`src/rtl/ledchain_pkg.sv`:
```
package ledchain_pkg;

    localparam int WORD_BITS = 32;
    localparam int HDR_BITS  = 3;
    localparam logic [HDR_BITS-1:0] PIX_HDR = 3'b111;

    typedef enum logic [2:0] {
        ST_IDLE  = 3'd0,
        ST_HEAD  = 3'd1,
        ST_WAIT  = 3'd2,
        ST_PIXEL = 3'd3,
        ST_TAIL  = 3'd4
    } seq_state_t;

    function automatic int pad_bits(input int npix);
        return (((npix + 1) / 2 + 7) / 8) * 8;
    endfunction

endpackage

```
`src/rtl/ledchain_clkdiv.sv`:
```
module ledchain_clkdiv #(
    parameter int HALF = 4
) (
    input  logic clk,
    input  logic rst_n,
    input  logic en,
    output logic tick
);
    localparam int CNT_W = (HALF < 2) ? 1 : $clog2(HALF);

    logic [CNT_W-1:0] cnt_q;

    assign tick = en && (cnt_q == CNT_W'(HALF - 1));

    always_ff @(posedge clk or negedge rst_n) begin
        if (!rst_n) begin
            cnt_q <= '0;
        end else if (!en || tick) begin
            cnt_q <= '0;
        end else begin
            cnt_q <= cnt_q + 1'b1;
        end
    end
endmodule

```
`src/rtl/ledchain_shifter.sv`:
```
module ledchain_shifter #(
    parameter int  W    = 32,
    parameter logic FILL = 1'b1
) (
    input  logic         clk,
    input  logic         rst_n,
    input  logic         load,
    input  logic [W-1:0] load_word,
    input  logic         shift,
    output logic         sdo
);
    logic [W-1:0] sreg_q;

    assign sdo = sreg_q[W-1];

    always_ff @(posedge clk or negedge rst_n) begin
        if (!rst_n) begin
            sreg_q <= '0;
        end else if (load) begin
            sreg_q <= load_word;
        end else if (shift) begin
            sreg_q <= {sreg_q[W-2:0], FILL};
        end
    end
endmodule

```
`src/rtl/ledchain_seq.sv`:
```
module ledchain_seq
    import ledchain_pkg::*;
#(
    parameter int NUM_PIX   = 64,
    parameter int TAIL_BITS = 32
) (
    input  logic clk,
    input  logic rst_n,
    input  logic start,
    input  logic pix_valid,
    input  logic tick,
    output logic pix_ready,
    output logic ld_head,
    output logic ld_pix,
    output logic ld_tail,
    output logic shift_en,
    output logic div_en,
    output logic led_ck,
    output logic busy,
    output logic done
);
    localparam int MAXB = (TAIL_BITS > WORD_BITS) ? TAIL_BITS : WORD_BITS;
    localparam int CW   = $clog2(MAXB + 1);
    localparam int PW   = $clog2(NUM_PIX + 1);

    seq_state_t     st_q, st_d;
    logic [CW-1:0]  bits_q;
    logic [PW-1:0]  pix_q;
    logic           ck_q;
    logic           done_q;
    logic           shifting;
    logic           rise;
    logic           fall;
    logic           word_end;
    logic           last_pix;

    assign shifting = (st_q == ST_HEAD) || (st_q == ST_PIXEL) || (st_q == ST_TAIL);
    assign rise     = shifting && tick && !ck_q;
    assign fall     = shifting && tick && ck_q;
    assign word_end = fall && (bits_q == CW'(1));
    assign last_pix = (pix_q == PW'(NUM_PIX));

    // next-state logic
    always_comb begin
        st_d = st_q;
        unique case (st_q)
            ST_IDLE:  if (start) st_d = ST_HEAD;
            ST_HEAD,
            ST_PIXEL: if (word_end) st_d = last_pix ? ST_TAIL : ST_WAIT;
            ST_WAIT:  if (pix_valid) st_d = ST_PIXEL;
            ST_TAIL:  if (word_end) st_d = ST_IDLE;
            default:  st_d = ST_IDLE;
        endcase
    end

    // state register
    always_ff @(posedge clk or negedge rst_n) begin
        if (!rst_n) begin
            st_q <= ST_IDLE;
        end else begin
            st_q <= st_d;
        end
    end

    // bit / pixel counters, serial clock phase, end pulse
    always_ff @(posedge clk or negedge rst_n) begin
        if (!rst_n) begin
            bits_q <= '0;
            pix_q  <= '0;
            ck_q   <= 1'b0;
            done_q <= 1'b0;
        end else begin
            done_q <= (st_q == ST_TAIL) && word_end;
            if (rise) begin
                ck_q <= 1'b1;
            end else if (fall) begin
                ck_q <= 1'b0;
            end
            if (st_q == ST_IDLE && start) begin
                bits_q <= CW'(WORD_BITS);
                pix_q  <= '0;
            end else if (st_q == ST_WAIT && pix_valid) begin
                bits_q <= CW'(WORD_BITS);
                pix_q  <= pix_q + 1'b1;
            end else if (word_end && st_q != ST_TAIL && last_pix) begin
                bits_q <= CW'(TAIL_BITS);
            end else if (fall) begin
                bits_q <= bits_q - 1'b1;
            end
        end
    end

    // outputs
    always_comb begin
        pix_ready = (st_q == ST_WAIT);
        ld_head   = (st_q == ST_IDLE) && start;
        ld_pix    = (st_q == ST_WAIT) && pix_valid;
        ld_tail   = word_end && (st_q != ST_TAIL) && last_pix;
        shift_en  = fall && (bits_q != CW'(1));
        div_en    = shifting;
        led_ck    = ck_q;
        busy      = (st_q != ST_IDLE);
        done      = done_q;
    end
endmodule

```
`src/rtl/ledchain_tx.sv`:
```
module ledchain_tx
    import ledchain_pkg::*;
#(
    parameter int NUM_PIX = 64,
    parameter int CLK_DIV = 4
) (
    input  logic        clk,
    input  logic        rst_n,
    input  logic        start,
    input  logic        pix_valid,
    output logic        pix_ready,
    input  logic [4:0]  pix_bright,
    input  logic [23:0] pix_rgb,
    output logic        led_clk,
    output logic        led_dat,
    output logic        busy,
    output logic        done
);
    localparam int TAIL_BITS = pad_bits(NUM_PIX);

    logic                 tick;
    logic                 ld_head, ld_pix, ld_tail;
    logic                 shift_en, div_en;
    logic                 sdo;
    logic [WORD_BITS-1:0] load_word;

    always_comb begin
        if (ld_pix) begin
            load_word = {PIX_HDR, pix_bright, pix_rgb};
        end else if (ld_tail) begin
            load_word = '1;
        end else begin
            load_word = '0;
        end
    end

    ledchain_clkdiv #(.HALF(CLK_DIV)) u_div (
        .clk   (clk),
        .rst_n (rst_n),
        .en    (div_en),
        .tick  (tick)
    );

    ledchain_shifter #(.W(WORD_BITS), .FILL(1'b1)) u_shf (
        .clk       (clk),
        .rst_n     (rst_n),
        .load      (ld_head | ld_pix | ld_tail),
        .load_word (load_word),
        .shift     (shift_en),
        .sdo       (sdo)
    );

    ledchain_seq #(.NUM_PIX(NUM_PIX), .TAIL_BITS(TAIL_BITS)) u_seq (
        .clk       (clk),
        .rst_n     (rst_n),
        .start     (start),
        .pix_valid (pix_valid),
        .tick      (tick),
        .pix_ready (pix_ready),
        .ld_head   (ld_head),
        .ld_pix    (ld_pix),
        .ld_tail   (ld_tail),
        .shift_en  (shift_en),
        .div_en    (div_en),
        .led_ck    (led_clk),
        .busy      (busy),
        .done      (done)
    );

    assign led_dat = sdo & div_en;
endmodule

```
`config.mk`:
```
export PLATFORM = sky130hd
export DESIGN_NAME = ledchain_tx
export DESIGN_NICKNAME = d
export VERILOG_FILES = /design/src/rtl/ledchain_pkg.sv /design/src/rtl/ledchain_clkdiv.sv /design/src/rtl/ledchain_shifter.sv /design/src/rtl/ledchain_seq.sv /design/src/rtl/ledchain_tx.sv
export SDC_FILE = /design/constraint.sdc
export NUM_CORES = 1
export LEC_CHECK = 0
export BUFFER_PORTS_ARGS = -buffer_cell sky130_fd_sc_hd__buf_2
export CORE_UTILIZATION = 40
export CTS_CLUSTER_SIZE = 10
export DETAILED_ROUTE_END_ITERATION = 16
export HOLD_SLACK_MARGIN = 0.06
export PLACE_DENSITY = 0.7
export SLEW_MARGIN = 10
export SYNTH_ARGS = -nofsm -noshare
export SYNTH_HDL_FRONTEND = slang
export SYNTH_SLANG_ARGS = --single-unit
```
`constraint.sdc`:
```
create_clock -name clk -period 1.93 [get_ports clk]
set_input_delay 0.2895 -clock clk [delete_from_list [all_inputs] [get_ports clk]]
set_output_delay 0.2895 -clock clk [all_outputs]
set_load 0.01 [all_outputs]
```
==> summary.md <==
| Metric | Value |
|---|---|
| CTS Buf Count | `5` |
| Syn avg cell area | `11.39 um2` |
| CTS tree | `built` |
| Clock Sinks | `52` |
| Hpwl dp | `4621 um` |
| I/O pins | `38` |
| Gr ovfl total | `0` |
| Final Critical Period | `2033 ps` |
| Drt total wl | `6622 um` |
| Worst Skew | `11.27 ps` |
| Final period utilization | `105.4%` |
| Routed vias | `2174` |
| H-tree levels | `2` |
| Slew @ Worst Pin | `594.2 ps` |
| Rows | `30` |
| Unique cell type count in the Yosys netlist | `46` |
| Max_cap viols | `0` |
| Commonest non-fill, non-tap cell in the layout | `dfrtp_1` |
| Area Overhead vs Synth | `24.34%` |
| Mapped Nets | `288` |
| Initial Util | `41.68%` |
| Fin. max-slew vios | `0` |
| Mapped Cells | `250` |
| Antenna cells | `0` |
| # port buffers | `37` |
| FF-to-FF Start | `u_seq.bits_q[1]$_DFFE_PN0P_` |
| Dpl ws | `-59.89 ps` |
| Die Y | `86.38 um` |
| Number of DRC markers in iteration 0 | `around 200` |
| Final hold slack | `about 230 ps` |
| Root buffer cell | `clkbuf_8` |
| # fillers | `slightly above 600` |
| Longest Clk Path Bufs | `2` |
| Post-route insts no fill | `407` |
| Hold Path Class | `in2reg` |
| Crit. End Element | `flip-flop` |
| Die Footprint | `7461 um2` |
| Leak Pwr | `around 1.6 nW` |
| Endpoints failing hold | `0` |
| Worst-path clk slew | `110 ps` |
| Most frequent cells in the layout | `50 x dfrtp_1, 37 x buf_2, 25 x buf_4` |
| Yosys reg bits | `52` |
| Worst-Skew Late Latency | `roughly 330 ps` |
| Seq/Total Area, Yosys | `45.69%` |
| Hold Startpoint | `pix_rgb[5]` |
| DRC | `0` |
| Post-synth EDFFs | `0` |
| Failing checks | `negative setup slack` |
| Final setup margin | `-103.4 ps` |
| Chip Width | `between 80 and 90 um` |
| Via density | `5.342` |
| Placed insts | `395` |
| Initial antenna violation count | `0` |
| Critical Path RT | `2150 ps` |
| Routed Antenna Nets | `0` |
| CP arrival | `2250 ps` |
| Synth Flop Type | `dfrtp_1` |
| CP max FO | `12` |
| Synth warn | `0` |
| Core ar. | `6832 um2` |
| Final Util | `between 50% and 60%` |
| Final instance area | `~3500 um2` |
| Cell area after synthesis | `2848 um2` |
| Outcome | `complete, but fails checks` |
| VDD IR max | `around 0.27 mV` |
| Total Routing Usage GR | `~19%` |
| Routed length per instance | `16.27 um` |
| Critical Path Source | `u_seq.bits_q[1]$_DFFE_PN0P_` |
| Critical Path Source Type | `flip-flop` |
| Share of layout cells above drive strength 1 | `37.62%` |
| RSZ-0062 raised after global routing | `yes` |
| Vias in the first global route | `2243` |
| Max Clock Freq | `491.8 MHz` |
| Power Density | `524.0 nW/um2` |
| CP Class | `reg2reg` |
| DRT Pass-1 Iters | `4` |
| Largest net degree at the start of global routing | `35` |
| Placer's final routability congestion estimate | `0.7911` |
| Post-DP Area | `3362 um2` |
| First-pass GRT wire length | `11070 um` |
| Setup violators final | `25` |
| Nets@finish | `roughly 350` |
| Async set or reset register ratio after synthesis | `100.0%` |
| Slew margin rel. | `about 60%` |
what timing repair did:
action | in CTS | in global routing
resized for setup | 0 | 9
gates cloned | 0 | 1
endpoints found under the setup margin | 25 | 33
pin swaps | 0 | 1
setup buffers | 0 | 2
hold buffers | 1 | 0
endpoints found under the hold margin | 22 | 0
critical path: stages, from the launching register on:
cell	delay [ps]
dfrtp_1	400
inv_2	80
ha_4	120
or3b_4	390
a2111oi_4	300
a22oi_4	150
buf_12	180
mux2_4	300
final cells by class:
| type | count | area, um2 | share of cell area (%) |
|---|---|---|---|
| clock buffers | 5 | 68.82 | 1.943 |
| clock inverters | 3 | 25.02 | 0.7067 |
| inverters | 13 | 48.80 | 1.378 |
| multi-input cells | 168 | 1455 | 41.10 |
| flip-flops and latches | 52 | 1304 | 36.82 |
| well taps | 96 | 120.1 | 3.392 |
| repair buffers | 70 | 519.2 | 14.66 |
sequential cells by signal, summed over array words and instances, names as in the netlist:
name and cells:
u_seq.st_q 3, u_seq.led_ck 1, u_seq.bits_q 6, u_div.cnt_q 2, u_seq.done 1, u_shf.sreg_q 32
u_seq.pix_q 7
power by group:
part	internal, mW	switching [mW]	leakage (nW)
clock network	0.266	0.417	0.0452
registers	1.09	0.00107	0.659
logic	0.0379	0.0435	0.878
total	1.39	0.461	1.58
worst paths after layout:
path	slack [ps]	cells after the start	to
setup / recovery	-100	7	u_shf.sreg_q[10]$_DFFE_PN0P_
hold / removal	230	3	u_shf.sreg_q[5]$_DFFE_PN0P_
setup reg to reg	-100	7	u_shf.sreg_q[10]$_DFFE_PN0P_
hold reg to reg	450	1	u_div.cnt_q[0]$_DFF_PN0_
max in group asynchronous	870	3	u_seq.st_q[0]$_DFFE_PN0P_
min in group asynchronous	470	2	u_shf.sreg_q[12]$_DFFE_PN0P_
layer usage:
layer / wire length (um) / vias up / share of wire, % / global-route usage (%)
li1: - / 1056 / - / -
met1: 3040 / 1086 / 46 / 25.21
met2: 3340 / 28 / 50 / 32.18
met3: 193 / 4 / 2.9 / 4.857
met4: 48 / 0 / 0.72 / 4.545
met5: 0 / - / 0 / 0
cell families (layout without fill, tap and decap cells):
logic type               Yosys count  in the layout  share of synthesized area [%]
adder cells (fa/ha/maj)            5              5                          2.197
flip-flops                        52             52                          45.69
XOR/XNOR                           8              8                          2.461
multiplexers                      26             26                          12.83
AO/OA/AOI/OAI                     51             51                          16.30
AND/OR/NAND/NOR                   78             78                          15.38
buffers and inverters             30             91                          5.141
synth_stat cells, types with 2 or more instances:
master     number  share of area (%)
dfrtp_1        52                 46
a221o_1        20                7.0
mux2_4         20                 11
nand2_1        17                2.2
nand3_1        15                2.6
inv_1          13                1.7
nor2_1         10                1.3
buf_2           9                1.6
a32oi_1         8                2.5
or3_1           6                1.3
xor2_1          6                1.8
a21oi_1         5               0.88
clkbuf_1        5               0.66
ha_1            5                2.2
nor3_1          5               0.88
mux2_2          4                1.6
nand4_1         4               0.88
o21ai_0         4               0.70
and2_1          3               0.66
buf_6           3                1.2
nor2b_1         3               0.66
nor4bb_1        3                1.1
a21boi_0        2               0.53
mux2i_1         2               0.70
nor3b_1         2               0.53
o2111ai_1       2               0.62
o31ai_1         2               0.53
xnor2_1         2               0.62
per-stage QoR:
stage | total power [mW] | setup TNS [ps]
global route | 1.925 | -3856
finish | 1.855 | -2048
CTS | 1.864 | -1129
floorplan | 1.124 | 0
detailed placement | 1.196 | -1038
global placement | 1.193 | 0
Note: power is estimated with default switching activity, not from simulation.
